### config.mk
export PLATFORM = sky130hd
export DESIGN_NAME = bus_cond_monitor
export DESIGN_NICKNAME = d
export VERILOG_FILES = /design/src/rtl/bcm_pkg.sv /design/src/rtl/bcm_line_sync.sv /design/src/rtl/bcm_run_timer.sv /design/src/rtl/bus_cond_monitor.sv
export SDC_FILE = /design/constraint.sdc
export NUM_CORES = 1
export LEC_CHECK = 0
export ABC_AREA = 0
export BUFFER_PORTS_ARGS = -buffer_cell sky130_fd_sc_hd__buf_2
export CORE_ASPECT_RATIO = 0.9
export CORE_UTILIZATION = 50
export CTS_CLUSTER_SIZE = 10
export DETAILED_ROUTE_END_ITERATION = 8
export HOLD_SLACK_MARGIN = 0.12
export PLACE_DENSITY = 0.75
export SLEW_MARGIN = 30
export SYNTH_ARGS = -nofsm -noshare
export SYNTH_HDL_FRONTEND = slang
export SYNTH_SLANG_ARGS = --single-unit
### constraint.sdc
create_clock -name clk -period 6.85 [get_ports clk]
set_input_delay 1.37 -clock clk [delete_from_list [all_inputs] [get_ports clk]]
set_output_delay 1.37 -clock clk [all_outputs]
set_load 0.1 [all_outputs]
### src/rtl/bcm_pkg.sv
package bcm_pkg;
  typedef struct packed {
    logic scl;
    logic sda;
  } bcm_lines_t;
endpackage

### src/rtl/bcm_line_sync.sv
module bcm_line_sync
  import bcm_pkg::*;
#(
  parameter int STAGES = 2
) (
  input  logic       clk,
  input  logic       rst_n,
  input  bcm_lines_t raw,
  output bcm_lines_t now,
  output bcm_lines_t prev
);
  localparam int LAST = STAGES - 1;

  bcm_lines_t pipe [STAGES];

  // Stage chain; all flops reset to "both lines high".
  for (genvar i = 0; i < STAGES; i++) begin : g_stage
    if (i == 0) begin : g_first
      always_ff @(posedge clk or negedge rst_n) begin
        if (!rst_n) pipe[0] <= '1;
        else        pipe[0] <= raw;
      end
    end else begin : g_next
      always_ff @(posedge clk or negedge rst_n) begin
        if (!rst_n) pipe[i] <= '1;
        else        pipe[i] <= pipe[i-1];
      end
    end
  end

  always_ff @(posedge clk or negedge rst_n) begin
    if (!rst_n) prev <= '1;
    else        prev <= pipe[LAST];
  end

  assign now = pipe[LAST];
endmodule

### src/rtl/bcm_run_timer.sv
module bcm_run_timer #(
  parameter int CW = 20
) (
  input  logic          clk,
  input  logic          rst_n,
  input  logic          clr,
  input  logic [CW-1:0] lim,
  output logic [CW-1:0] cnt,
  output logic          reached
);
  localparam logic [CW-1:0] TOP = '1;

  always_ff @(posedge clk or negedge rst_n) begin
    if (!rst_n)          cnt <= '0;
    else if (clr)        cnt <= '0;
    else if (cnt != TOP) cnt <= cnt + 1'b1;
  end

  assign reached = (cnt >= lim);

  p_clear_zero_r9: assert property (@(posedge clk) disable iff (!rst_n)
    clr |=> (cnt == '0));
  p_no_wrap_r9: assert property (@(posedge clk) disable iff (!rst_n)
    (!clr && cnt == TOP) |=> (cnt == TOP));
endmodule

### src/rtl/bus_cond_monitor.sv
module bus_cond_monitor
  import bcm_pkg::*;
#(
  parameter int CW          = 20,
  parameter int SYNC_STAGES = 2
) (
  input  logic          clk,
  input  logic          rst_n,
  input  logic          scl_i,
  input  logic          sda_i,
  input  logic          read_active,
  input  logic [CW-1:0] free_lim,
  input  logic [CW-1:0] avail_lim,
  input  logic [CW-1:0] idle_lim_long,
  input  logic [CW-1:0] idle_lim_short,
  input  logic          idle_short_sel,
  input  logic [CW-1:0] quiet_lim,
  input  logic [CW-1:0] read_lim,
  output logic          start_p,
  output logic          rep_start_p,
  output logic          stop_p,
  output logic          bus_free,
  output logic          bus_avail,
  output logic          bus_idle,
  output logic          ibi_ok,
  output logic          hotjoin_ok,
  output logic          sdr_mode,
  output logic          read_abort
);
  bcm_lines_t raw, now, prev;
  logic any_edge, scl_edge, both_hi;
  logic stopped;
  logic [CW-1:0] hi_cnt, quiet_cnt, rd_cnt;
  logic hi_free, quiet_hit, rd_hit;
  logic [CW-1:0] idle_lim;

  assign raw = '{scl: scl_i, sda: sda_i};

  bcm_line_sync #(.STAGES(SYNC_STAGES)) u_sync (
    .clk(clk), .rst_n(rst_n), .raw(raw), .now(now), .prev(prev)
  );

  assign any_edge = (now != prev);
  assign scl_edge = (now.scl != prev.scl);
  assign both_hi  = now.scl & now.sda;

  // Conditions: data changes while clock held high
  assign start_p     = prev.scl & now.scl & prev.sda & ~now.sda;
  assign stop_p      = prev.scl & now.scl & ~prev.sda & now.sda;
  assign rep_start_p = start_p & ~stopped;

  always_ff @(posedge clk or negedge rst_n) begin
    if (!rst_n)       stopped <= 1'b1;
    else if (start_p) stopped <= 1'b0;
    else if (stop_p)  stopped <= 1'b1;
  end

  // High-run timer feeds all three grading levels
  bcm_run_timer #(.CW(CW)) u_hi (
    .clk(clk), .rst_n(rst_n), .clr(any_edge | ~both_hi),
    .lim(free_lim), .cnt(hi_cnt), .reached(hi_free)
  );

  assign idle_lim   = idle_short_sel ? idle_lim_short : idle_lim_long;
  assign bus_free   = stopped & hi_free;
  assign bus_avail  = bus_free & (hi_cnt >= avail_lim);
  assign bus_idle   = bus_avail & (hi_cnt >= idle_lim);
  assign ibi_ok     = bus_avail | (start_p & stopped);
  assign hotjoin_ok = bus_idle;

  // Quiet-line watchdog, only inside an open transaction
  bcm_run_timer #(.CW(CW)) u_quiet (
    .clk(clk), .rst_n(rst_n), .clr(any_edge | stopped),
    .lim(quiet_lim), .cnt(quiet_cnt), .reached(quiet_hit)
  );

  always_ff @(posedge clk or negedge rst_n) begin
    if (!rst_n)                 sdr_mode <= 1'b0;
    else if (start_p || stop_p) sdr_mode <= 1'b0;
    else if (quiet_hit)         sdr_mode <= 1'b1;
  end

  // Stalled-read watchdog
  bcm_run_timer #(.CW(CW)) u_read (
    .clk(clk), .rst_n(rst_n), .clr(~read_active | scl_edge),
    .lim(read_lim), .cnt(rd_cnt), .reached(rd_hit)
  );

  assign read_abort = read_active & rd_hit;

  p_start_ends_free_r2: assert property (@(posedge clk) disable iff (!rst_n)
    start_p |=> !bus_free);
  p_sdr_release_r7: assert property (@(posedge clk) disable iff (!rst_n)
    (start_p || stop_p) |=> !sdr_mode);
  p_sdr_hold_r7: assert property (@(posedge clk) disable iff (!rst_n)
    (sdr_mode && !start_p && !stop_p) |=> sdr_mode);
  p_scl_edge_rearms_r8: assert property (@(posedge clk) disable iff (!rst_n)
    (scl_edge && read_lim != '0) |=> !read_abort);
endmodule

==> impl_results.md <==
- Status: complete, no violations
- Drt first pass iters: 4
- Hold Vio Cnt, Final: 0
- CP max FO: 20
- Utilization after layout: 0.614
- Die Span Y: approximately 110 um
- Sw Ratio: 0.244
- Vias: approximately 5,300
- Global-route usage over all layers: 0.237
- Antenna-violating nets left: 0
- Htree depth: 3
- Synth warnings: 0
- Power Density: ~140 nW/um2
- Max Cap Viol: 0
- Type of origin of the critical path: input port
- RR Startpoint: u_sync.now[1]
- Routability cong.: 0.839
- GR peak layer: met2
- Skew-Pair Late Insertion Delay: between 300 and 400 ps
- Post-Route WL: 13,900 um
- Hold path cells: 0
- Largest net degree at the start of global routing: 69
- Starting Density: 0.516
- Min cycle time layout: 5330 ps
- RR Endpoint: u_quiet.cnt[14]
- WS Path Type: input port to output port
- Syn_nets: a little over 900
- Internal: between 700 and 800 uW
- Buf+Inv Stages, Crit Path: 2
- CP peak stage delay: just under 500 ps
- Syn Inst Count: 677
- XOR/XNOR Fraction of Synth Area: 0.0589
- Worst slew pin tran: 867 ps
- DRT iter0 DRCs: 201
- Drt drc: 0
- Overflow after GRT: 0
- Area post-placement: ~6800 um2
- Detailed Place HPWL: between 10,000 and 15,000 um
- PortBufs: around 140
- RSZ-0062 raised after global routing: no
- Sequential area share after synthesis: 0.288
- Clock Power Share: 0.452
- Clock buffer depth: 2
- FF-to-FF setup slack: around 4700 ps
- WP data required: 5480 ps
- Routed len/inst: around 14 um
- Syn_area_per_cell: slightly below 9 um2
- Clock sinks: 68
- Vias/cell: roughly 5.4
- M2 GR Usage: 0.412
- Die ar.: about 12,000 um2
- Row count: 37
- M1 GR Usage: 0.293
- Adder-Cell Fraction of Synth Area: 0.219
- Most used flip-flop cell after synthesis: dfrtp_1
- Diodes inserted: 0
- Setup Viol. Count Final: 0
- First-pass GRT wire length: between 20,000 and 25,000 um
- Io pins: 136
- Part of the power in registers: 0.418
- Number of global-route vias before repair: 5,343
- Hold EP: u_sync.now[1]
- Largest family of logic cells by synthesized area: adder cells
- FF-to-FF path depth: 4
- Clock skew: about 7.6 ps
- Post-Synth Simple-Gate Area: 0.203
- Num CTS Buffers: 9
- Tcrit/Tclk final: 0.778
- TritonCTS clock tree: built
- Post-synthesis register bit count: a little under 70
- Yosys cell types: 54
- Pwr Total: between 900 and 1000 uW
- CP cell instances: buf_2 -> mux2_2 -> ha_1 -> nor2b_1 -> o21ai_0 -> a21oi_1 -> o21ai_0 -> a21oi_1 -> nor4_2 -> buf_2
- Final nets: about 1,000
- FMAX: ~190 MHz
- Lkg Pwr: ~0.0039 uW
- Worst vdd ir: roughly 0.1 mV
- Synth Area in Compound Gates: 0.128
- Core Footprint: between 10,000 and 15,000 um2
- EDFF count, synth: 0
- Hold Crit Class: flip-flop to flip-flop
- Combinational Power Share: 0.130
- Hold_buf cts: 0
- Worst hold start: u_sync.pipe[3]
- Slew Limit Fails: 0
- TNS Setup: 0 ps
- Synthesis-to-finish area growth: 19.0%
- Setup crit end kind: output port
- Layout cells sized above 1: 0.209
- Worst path top cell family by delay: buffers and inverters
- Psw: approximately 240 uW
- Slowest cell on crit path: buf_2
- Mux contribution to synthesized area: 0.0389
- CTS resizes: 0
- Initial antenna violation count: 0
- Mapped cell area: ~6000 um2
- Die Width: 117 um
- FFs w/ async S/R, synth: 1.00
- Post-CTS Setup Bufs: 0
- Clk slew on worst S/H paths: approximately 50 ps
- Cell area after layout: 7080 um2
- Worst relative slew slack: 0.419
- Root buf cell: clkbuf_16
- Worst Path Arrival: 3960 ps
- Met3 Resource Use GR: 0.0414
-- worst max path at each step --
| stage | from | endpoint | slack [ps] | depth (start not counted) |
|---|---|---|---|---|
| after floorplan | read_lim[0] | read_abort | 250 | 7 |
| after global placement | idle_short_sel | bus_idle | 1630 | 10 |
| after detailed placement | idle_short_sel | bus_idle | 1530 | 10 |
| after CTS | idle_short_sel | bus_idle | 1540 | 10 |
| after global routing | idle_short_sel | bus_idle | 1300 | 10 |
| final | idle_short_sel | bus_idle | 1520 | 10 |
-- state kept, by name, summed over array words and instances, names as in the netlist --
name / flops
u_hi.cnt: 20
u_sync.pipe: 2
stopped: 1
sdr_mode: 1
u_read.cnt: 20
u_sync.prev: 2
u_quiet.cnt: 20
u_sync.now: 2
-- power groups by stage --
stage,Clock [uW],Combinational [uW],Sequential [uW]
after global routing,470,149,416
after detailed placement,0,128,422
after global placement,0,121,421
final,449,129,415
after floorplan,0,69.0,420
after CTS,454,129,415
-- metrics by stage --
stage / std cells / hold slack (ps) / setup slack [ps]
floorplan: 677 / 345 / 245
global placement: 959 / 347 / 1630
detailed placement: 959 / 347 / 1530
CTS: 975 / 354 / 1540
global route: 976 / 359 / 1300
finish: 976 / 354 / 1520
-- per-layer routing --
layer,vias to the layer above,share of wire
met5,-,0
met4,0,0.015
met3,17,0.053
met2,139,0.48
met1,2454,0.45
li1,2684,-
-- synthesized netlist by cell type (all sizes together) (9+ instances only) --
library cell / n / share of area
nand4: 28 / 0.034
a211oi: 13 / 0.016
ha: 104 / 0.22
a21oi: 37 / 0.031
nand3: 32 / 0.028
nor3: 14 / 0.012
inv: 86 / 0.054
mux2i: 22 / 0.037
o21ai: 17 / 0.014
and4: 9 / 0.014
xor2: 27 / 0.040
nor2: 67 / 0.042
dfrtp: 61 / 0.26
xnor2: 13 / 0.019
nand2: 43 / 0.027
a21o: 19 / 0.024
-- area by class of cell --
type	count	area, um2
clock buffer	11	233
clock inverter	5	52.6
fill	980	4450
inverter	86	323
multi-input combinational	513	3860
sequential	68	1710
tap	156	195
timing repair buffer	137	703
-- placed cells by master, fill, tap and decap left out, types with 3 or more instances in the layout --
cell and n:
xor2_1 27, nand4_1 26, inv_1 86, dfrtp_1 61, a21o_1 19, and4_1 8
nand3_1 31, a21oi_1 37, a31oi_1 8, buf_2 135, a211o_1 3, o21ai_0 17
clkbuf_16 9, nand2_1 43, or3_1 3, and3_1 5, mux2i_1 22, xnor2_1 13
nand2b_1 6, nor2_1 67, a211oi_1 13, clkinv_2 3, nor2b_1 8, and2_1 4
dfstp_2 7, nor3_1 14, ha_1 104
-- worst reg2reg max path: stages, from the launching register on --
cell	delay, ps
dfstp_2	540
ha_1	260
or4_1	870
o21bai_1	290
a31oi_1	170
-- cells by family (layout without fill, tap and decap cells) --
| logic type | count (synthesis) | after routing |
|---|---|---|
| AOI/OAI and AO/OA | 116 | 116 |
| buffers and inverters | 96 | 239 |
| adders and majority gates | 104 | 104 |
| DFF | 68 | 68 |
| muxes | 23 | 23 |
| xor gates and xnor gates | 40 | 40 |
| and+or+nand+nor | 230 | 230 |
Note: power is estimated with default switching activity, not from simulation.
